### config.mk
export PLATFORM = sky130hd
export DESIGN_NAME = irq_msg_fwd
export DESIGN_NICKNAME = d
export VERILOG_FILES = /design/src/rtl/ifwd_pkg.sv /design/src/rtl/ifwd_classify.sv /design/src/rtl/ifwd_fifo.sv /design/src/rtl/irq_msg_fwd.sv
export SDC_FILE = /design/constraint.sdc
export NUM_CORES = 1
export LEC_CHECK = 0
export BUFFER_PORTS_ARGS = -buffer_cell sky130_fd_sc_hd__buf_4
export CORE_ASPECT_RATIO = 1.2
export CORE_MARGIN = 4
export CORE_UTILIZATION = 57
export DETAILED_ROUTE_END_ITERATION = 7
export GPL_TIMING_DRIVEN = 1
export PLACE_DENSITY = 0.79
export SKIP_LAST_GASP = 1
export SLEW_MARGIN = 0
export SYNTH_ARGS = -nofsm -noshare
export SYNTH_HDL_FRONTEND = slang
export SYNTH_SLANG_ARGS = --single-unit
### constraint.sdc
create_clock -name clk -period 3.2 [get_ports clk]
set_clock_uncertainty 0.05 [all_clocks]
set_input_delay 0.64 -clock clk [delete_from_list [all_inputs] [get_ports clk]]
set_output_delay 0.64 -clock clk [all_outputs]
set_load 0.02 [all_outputs]
### src/rtl/ifwd_pkg.sv
`timescale 1ns/1ps
package ifwd_pkg;
    typedef enum logic {
        XK_MEMWR  = 1'b0,
        XK_INTMSG = 1'b1
    } xact_kind_e;
endpackage

### src/rtl/ifwd_classify.sv
`timescale 1ns/1ps
module ifwd_classify
    import ifwd_pkg::*;
#(
    parameter int AW       = 32,
    parameter int WIN_BITS = 12,
    parameter logic [WIN_BITS-1:0] WIN_TAG = 12'hFEE
) (
    input  logic [AW-1:0] addr,
    output xact_kind_e    kind
);
    localparam int LSB = AW - WIN_BITS;

    always_comb begin
        kind = (addr[AW-1:LSB] == WIN_TAG) ? XK_INTMSG : XK_MEMWR;
    end
endmodule

### src/rtl/ifwd_fifo.sv
`timescale 1ns/1ps
module ifwd_fifo #(
    parameter int DEPTH = 4,
    parameter int WIDTH = 68
) (
    input  logic             clk,
    input  logic             rst_n,
    input  logic             push,
    input  logic [WIDTH-1:0] wdata,
    input  logic             pop,
    output logic [WIDTH-1:0] rdata,
    output logic             full,
    output logic             empty
);
    localparam int PW = (DEPTH > 1) ? $clog2(DEPTH) : 1;
    localparam int CW = $clog2(DEPTH + 1);
    localparam logic [PW-1:0] LAST = PW'(DEPTH - 1);
    localparam logic [CW-1:0] CMAX = CW'(DEPTH);

    typedef struct packed {
        logic [PW-1:0] wp;
        logic [PW-1:0] rp;
        logic [CW-1:0] cnt;
    } fifo_st_t;

    fifo_st_t st_d, st_q;
    logic [WIDTH-1:0] mem_q [DEPTH];

    always_comb begin
        st_d = st_q;
        if (push) st_d.wp = (st_q.wp == LAST) ? '0 : st_q.wp + 1'b1;
        if (pop)  st_d.rp = (st_q.rp == LAST) ? '0 : st_q.rp + 1'b1;
        case ({push, pop})
            2'b10:   st_d.cnt = st_q.cnt + 1'b1;
            2'b01:   st_d.cnt = st_q.cnt - 1'b1;
            default: st_d.cnt = st_q.cnt;
        endcase
    end

    always_ff @(posedge clk) begin
        if (!rst_n) st_q <= '0;
        else        st_q <= st_d;
    end

    always_ff @(posedge clk) begin
        if (push) mem_q[st_q.wp] <= wdata;
    end

    assign rdata = mem_q[st_q.rp];
    assign full  = (st_q.cnt == CMAX);
    assign empty = (st_q.cnt == '0);

    AST_NO_OVERFLOW: assert property (@(posedge clk) disable iff (!rst_n)
        push |-> (!full || pop));
    AST_NO_UNDERFLOW: assert property (@(posedge clk) disable iff (!rst_n)
        pop |-> !empty);
    AST_COUNT_BOUND: assert property (@(posedge clk) disable iff (!rst_n)
        st_q.cnt <= CMAX);
endmodule

### src/rtl/irq_msg_fwd.sv
`timescale 1ns/1ps
module irq_msg_fwd
    import ifwd_pkg::*;
#(
    parameter int AW    = 32,
    parameter int DW    = 32,
    parameter int DEPTH = 4
) (
    input  logic            clk,
    input  logic            rst_n,
    input  logic            in_valid,
    input  logic [AW-1:0]   in_addr,
    input  logic [DW-1:0]   in_data,
    input  logic [DW/8-1:0] in_be,
    output logic            in_ready,
    output logic            in_retry,
    output logic            out_valid,
    input  logic            out_ready,
    output logic            out_kind,
    output logic [AW-1:0]   out_addr,
    output logic [DW-1:0]   out_data,
    output logic [DW/8-1:0] out_be
);
    localparam int BEW = DW / 8;
    localparam int PLW = AW + DW + BEW;

    logic           buf_full, buf_empty, buf_push, buf_pop;
    logic [PLW-1:0] buf_wdata, buf_rdata;
    xact_kind_e     head_kind;

    assign out_valid = !buf_empty;
    assign buf_pop   = out_valid && out_ready;
    assign in_ready  = !buf_full || buf_pop;
    assign in_retry  = in_valid && !in_ready;
    assign buf_push  = in_valid && in_ready;
    assign buf_wdata = {in_addr, in_data, in_be};

    ifwd_fifo #(.DEPTH(DEPTH), .WIDTH(PLW)) u_buf (
        .clk   (clk),
        .rst_n (rst_n),
        .push  (buf_push),
        .wdata (buf_wdata),
        .pop   (buf_pop),
        .rdata (buf_rdata),
        .full  (buf_full),
        .empty (buf_empty)
    );

    assign {out_addr, out_data, out_be} = buf_rdata;

    ifwd_classify #(.AW(AW)) u_cls (
        .addr (out_addr),
        .kind (head_kind)
    );

    assign out_kind = head_kind;

    AST_RETRY_FULL: assert property (@(posedge clk) disable iff (!rst_n)
        (in_valid && buf_full && !out_ready) |-> in_retry);
    AST_ROOM_ACCEPT: assert property (@(posedge clk) disable iff (!rst_n)
        (in_valid && !buf_full) |-> !in_retry);
    AST_POP_FULL: assert property (@(posedge clk) disable iff (!rst_n)
        (in_valid && buf_full && out_valid && out_ready) |-> !in_retry);
    AST_HOLD_STALL: assert property (@(posedge clk) disable iff (!rst_n)
        (out_valid && !out_ready) |=> (out_valid && $stable({out_addr, out_data, out_be, out_kind})));
    AST_FIRST_VISIBLE: assert property (@(posedge clk) disable iff (!rst_n)
        (in_valid && !in_retry && !out_valid) |=> out_valid);
endmodule

* Word level (Yosys, flattened, before mapping)
Memory sizes are Yosys's and may differ from the RTL's. A register that Yosys moved wholly into a read port is not among the register bits. Cells that the tools add are included. Widths: inputs -> output; s select.
Word-level totals: register bits 7, bits in writable memories 272, input port bits 72, output and inout port bits 72, word-level logic and storage cells 31, memories 1
Memories:
- u_buf.mem_q | words 4, bits a word 68, read ports 1, clocked after memory_dff 1, wr ports 1, line ifwd_fifo.sv:27 | logic [WIDTH-1:0] mem_q [DEPTH];
Operators by class: add/sub/neg operators 4, equality and inequality tests 6, mux-type cells 8, reduce and logical (&&, ||, !) cells 9
Operators by type and width (count):
- $eq 12x12->1 const B | 1
- $mux 2 | 4
- $eq 2x2->1 const B | 3
- $pmux 3 s2 | 1
- $add 2x1->2 const B | 2
- $add 3x1->3 const B | 1
- $eq 3x3->1 const B | 1
- $logic_and 1x1->1 | 3
- $logic_not 1->1 | 3
- $logic_not 3->1 | 1
- $mux 1 | 3
- $sub 3x1->3 const B | 1
- $eq 2x1->1 const B | 1
- $reduce_bool 2->1 | 1
- $logic_or 1x1->1 | 1

* Longest topological paths before layout
depth after elaboration 7, depth in mapped cells 9, depth with buffers taken out 9

* Cells and area by module
A second synthesis with hierarchy kept.
Unflattened totals: cells, all modules 413, area, all modules 10372.4 µm²
Modules (own cells, without submodules):
- ifwd_fifo | instances 1, cells an instance 403, area an instance 10299.9 µm², sequential area each 8348.0 µm²
- irq_msg_fwd | instances 1, cells an instance 6, area an instance 38.8 µm², sequential area each 0.0 µm²
- ifwd_classify | instances 1, cells an instance 4, area an instance 33.8 µm², sequential area each 0.0 µm²

* Least setup slack after synthesis
OpenSTA, ideal clock, no wires.
path kind input to register, start point in out_ready, end point mem u_buf.mem_q[0][0] (enable), data arrival time 2510 ps, data required time 2716 ps, slack 206 ps, stages on the path 3, cell sequence nor4b_2 > inv_2 > and3_1
On the way: cells in the longest elaborated chain, start to end 5
Ends and longest elaborated chain:
- from (decl) | line irq_msg_fwd.sv:18 | input logic out_ready,
- $logic_and 1x1->1 | line irq_msg_fwd.sv:32 | assign buf_pop = out_valid && out_ready;
- $logic_or 1x1->1 | line irq_msg_fwd.sv:33 | assign in_ready = !buf_full || buf_pop;
- via in_ready | line irq_msg_fwd.sv:15 | output logic in_ready,
- $logic_and 1x1->1 | line irq_msg_fwd.sv:35 | assign buf_push = in_valid && in_ready;
- $mux 1 | line ifwd_fifo.sv:46 | if (push) mem_q[st_q.wp] <= wdata;
- $mux 1 (implied by the code) | line ifwd_fifo.sv:46
- to (decl) | line ifwd_fifo.sv:27
The timed path passes the listed nets, and every way through them passes these cells.

==> impl_results.md <==
* Cell Area, Synth at 10400 sq um
* Syn_nets at 493
* CP arrival at 2.29 ns
* Crit Path Class: reg2out
* Num CTS Buffers at 26
* CP Capture Type: output port
* Pin count of the biggest net entering global routing at 45
* First-pass DRT Iterations at 4
* Core area at 17700 sq um
* Area grow syn2layout at 21.6%
* DP Worst Slack at 0.485 ns
* Layout cells sized above 1 at 45.3%
* Yosys top cell by area: edfxtp_1
* Minimum clock period at 2.98 ns
* DR iter-0 viols at 320
* CP Cell Sequence: buf_4, mux4_2, buf_4
* Cell count after synthesis at 414
* First-pass GRT wire length at 29200 microns
* Routed vias at 4771
* Mean Syn Cell Area at 25.0 sq um
* Setup repair bufs after CTS at 0
* R2R Path Start: u_buf.st_q[0]
* Final period util at 93.1%
* Top cells by area, synth: edfxtp_1, mux4_2, dfxtp_1
* Initial Utilization at 58.6%
* Final HPWL DP at 11500 microns
* Worst Hold Depth at 1
* Sequential area share after synthesis at 80.5%
* Ys Warns at 0
* Yosys cell types at 27
* Die area at 20400 sq um
* CTS tree: built
* Final ANT Viol Nets at 0
* Critical Path RT at 2.51 ns
* Nets at 657
* #FFs+latches synth at 281
* DR DRC count at 0
* IO Port Bufs at 143
* Critical path's largest stage delay at 0.63 ns
* Fin. max-slew vios at 0
* Sink Count at 281
* Post-CTS sizing at 0
* Register-to-Register Path Depth at 9
* RSZ-0062 raised after global routing: no
* Pwr/cell area at 761 nW/um^2
* Worst Tran Pin Value at 0.699 ns
* Ant. Diodes at 0
* Num rows at 53
* H-tree depth at 1
* Die X at 131 microns
* WL final at 18700 microns
* Worst setup margin at 0.222 ns
* Startpoint class of the critical path: flop
* Number of global-route vias before repair at 5162
* CTS Hold Bufs at 0
* TNS Setup at 0 ns
* Fmax at 0.336 GHz
* VDD IR max at 0.624 mV
* Most common cell after layout, fill and taps aside: edfxtp_1
* Slowest CP cell: dfxtp_4
* Setup-failing EPs final at 0
* Endpoints failing hold at 0
* Max_slew headroom at 53.0%
* Clock slew seen by the registers of the worst setup and hold paths at 0.07 ns
* Run status: completed
* Die height at 156 microns
* Worst-path fanout max at 22
* Worst Hold Class: in2reg
* Worst skew pair latency at 0.50 ns
* I/O pin count at 144
* LEAKAGE at 4.26 nW
* Commonest non-fill, non-tap cells in the layout: edfxtp_1, buf_4, mux4_2
* Max Cap Viol at 0
* Max Root-Sink Buffers at 3
* Hold_sp: in_data[0]
* DR vias/cell at 5.83
* WL per Instance at 22.9 microns
* Gpl congestion at 0.723
* R2r setup slk at 0.81 ns
* CP dominant cell by count: buf_4
* Share of the synthesized area in the top cell type at 78.8%
* Initial antenna violation count at 0
* Clock Root Buffer: clkbuf_16
* Gr ovfl total at 0
* Tot GR Track Use at 18.4%
## final cells by class
| type | count | area (sq um) |
|---|---|---|
| timing repair buffer | 151 | 1210 |
| clock buffer | 31 | 691 |
| inverter | 10 | 37.5 |
| fill | 1026 | 5100 |
| multi-input combinational | 108 | 1870 |
| tap | 220 | 275 |
| clock inverter | 17 | 168 |
| sequential | 281 | 8360 |
## final timing paths
check,end
min,u_buf.mem_q[3][4]
max reg2reg,u_buf.st_q[2]
max,out_addr[12]
min reg2reg,flop
## logic make-up (layout without fill, tap and decap cells)
logic type	after synthesis	count (layout)	synth area share, %
multiplexers	69	69	14.9
buffers and inverters	25	209	1.65
XOR/XNOR	2	2	0.169
flip-flops	281	281	80.5
AO/OA/AOI/OAI	9	9	0.459
AND/OR/NAND/NOR	21	21	1.41
adder cells (fa/ha/maj)	7	7	0.917
## report_power, final
part	total (W)	switching, W	internal, W
combinational	0.00210	0.00108	0.00102
sequential	0.00445	0.000150	0.00430
clock	0.00304	0.00126	0.00179
total	0.00959	0.00248	0.00711
## routing by layer
metal | up-vias | track usage [%] | share of wire [%]
met2 | 162 | 32.6 | 53
met1 | 2496 | 23.9 | 39
met4 | 0 | 3.70 | 1.0
li1 | 2097 | - | -
met5 | - | 0 | 0
met3 | 16 | 4.32 | 6.9
## Yosys cell counts
| cell | instances |
|---|---|
| edfxtp_1 | 272 |
| mux4_2 | 68 |
| dfxtp_1 | 9 |
| inv_1 | 8 |
| buf_2 | 7 |
| buf_6 | 7 |
| ha_1 | 6 |
| nor2_1 | 6 |
| a21oi_1 | 5 |
| and3_1 | 4 |
| or3_1 | 3 |
| inv_2 | 2 |
| o21ai_0 | 2 |
| xor2_1 | 2 |
| buf_12 | 1 |
| fa_1 | 1 |
| mux2i_1 | 1 |
| nand2_1 | 1 |
| nand3_1 | 1 |
| nand4_1 | 1 |
| nand4b_1 | 1 |
| nand4b_4 | 1 |
| nor3_2 | 1 |
| nor4b_2 | 1 |
| o21ai_1 | 1 |
| o31ai_1 | 1 |
| or4_1 | 1 |
## sequential cells by signal, summed over array words and instances (netlist names), named ones only
signal	count
u_buf.st_q	7
u_buf.mem_q	272
## critical path: cells and delay by family (launching register included)
family,cells,cell delay (ns)
multiplexers,1,0.57
flip-flops,1,0.63
buffers and inverters,2,0.59
## through the flow
step	cell area (sq um)	utilization (%)	hold WS [ns]	power [W]	std cells
floorplan	10400	-	0.413	0.00587	414
global placement	11700	66.3	0.413	0.00660	770
detailed placement	11700	66.3	0.445	0.00666	770
CTS	12600	71.2	0.257	0.00970	818
global route	12600	71.2	0.256	0.00998	818
finish	12600	71.2	0.277	0.00959	818
(Power assumes the default switching activity.)
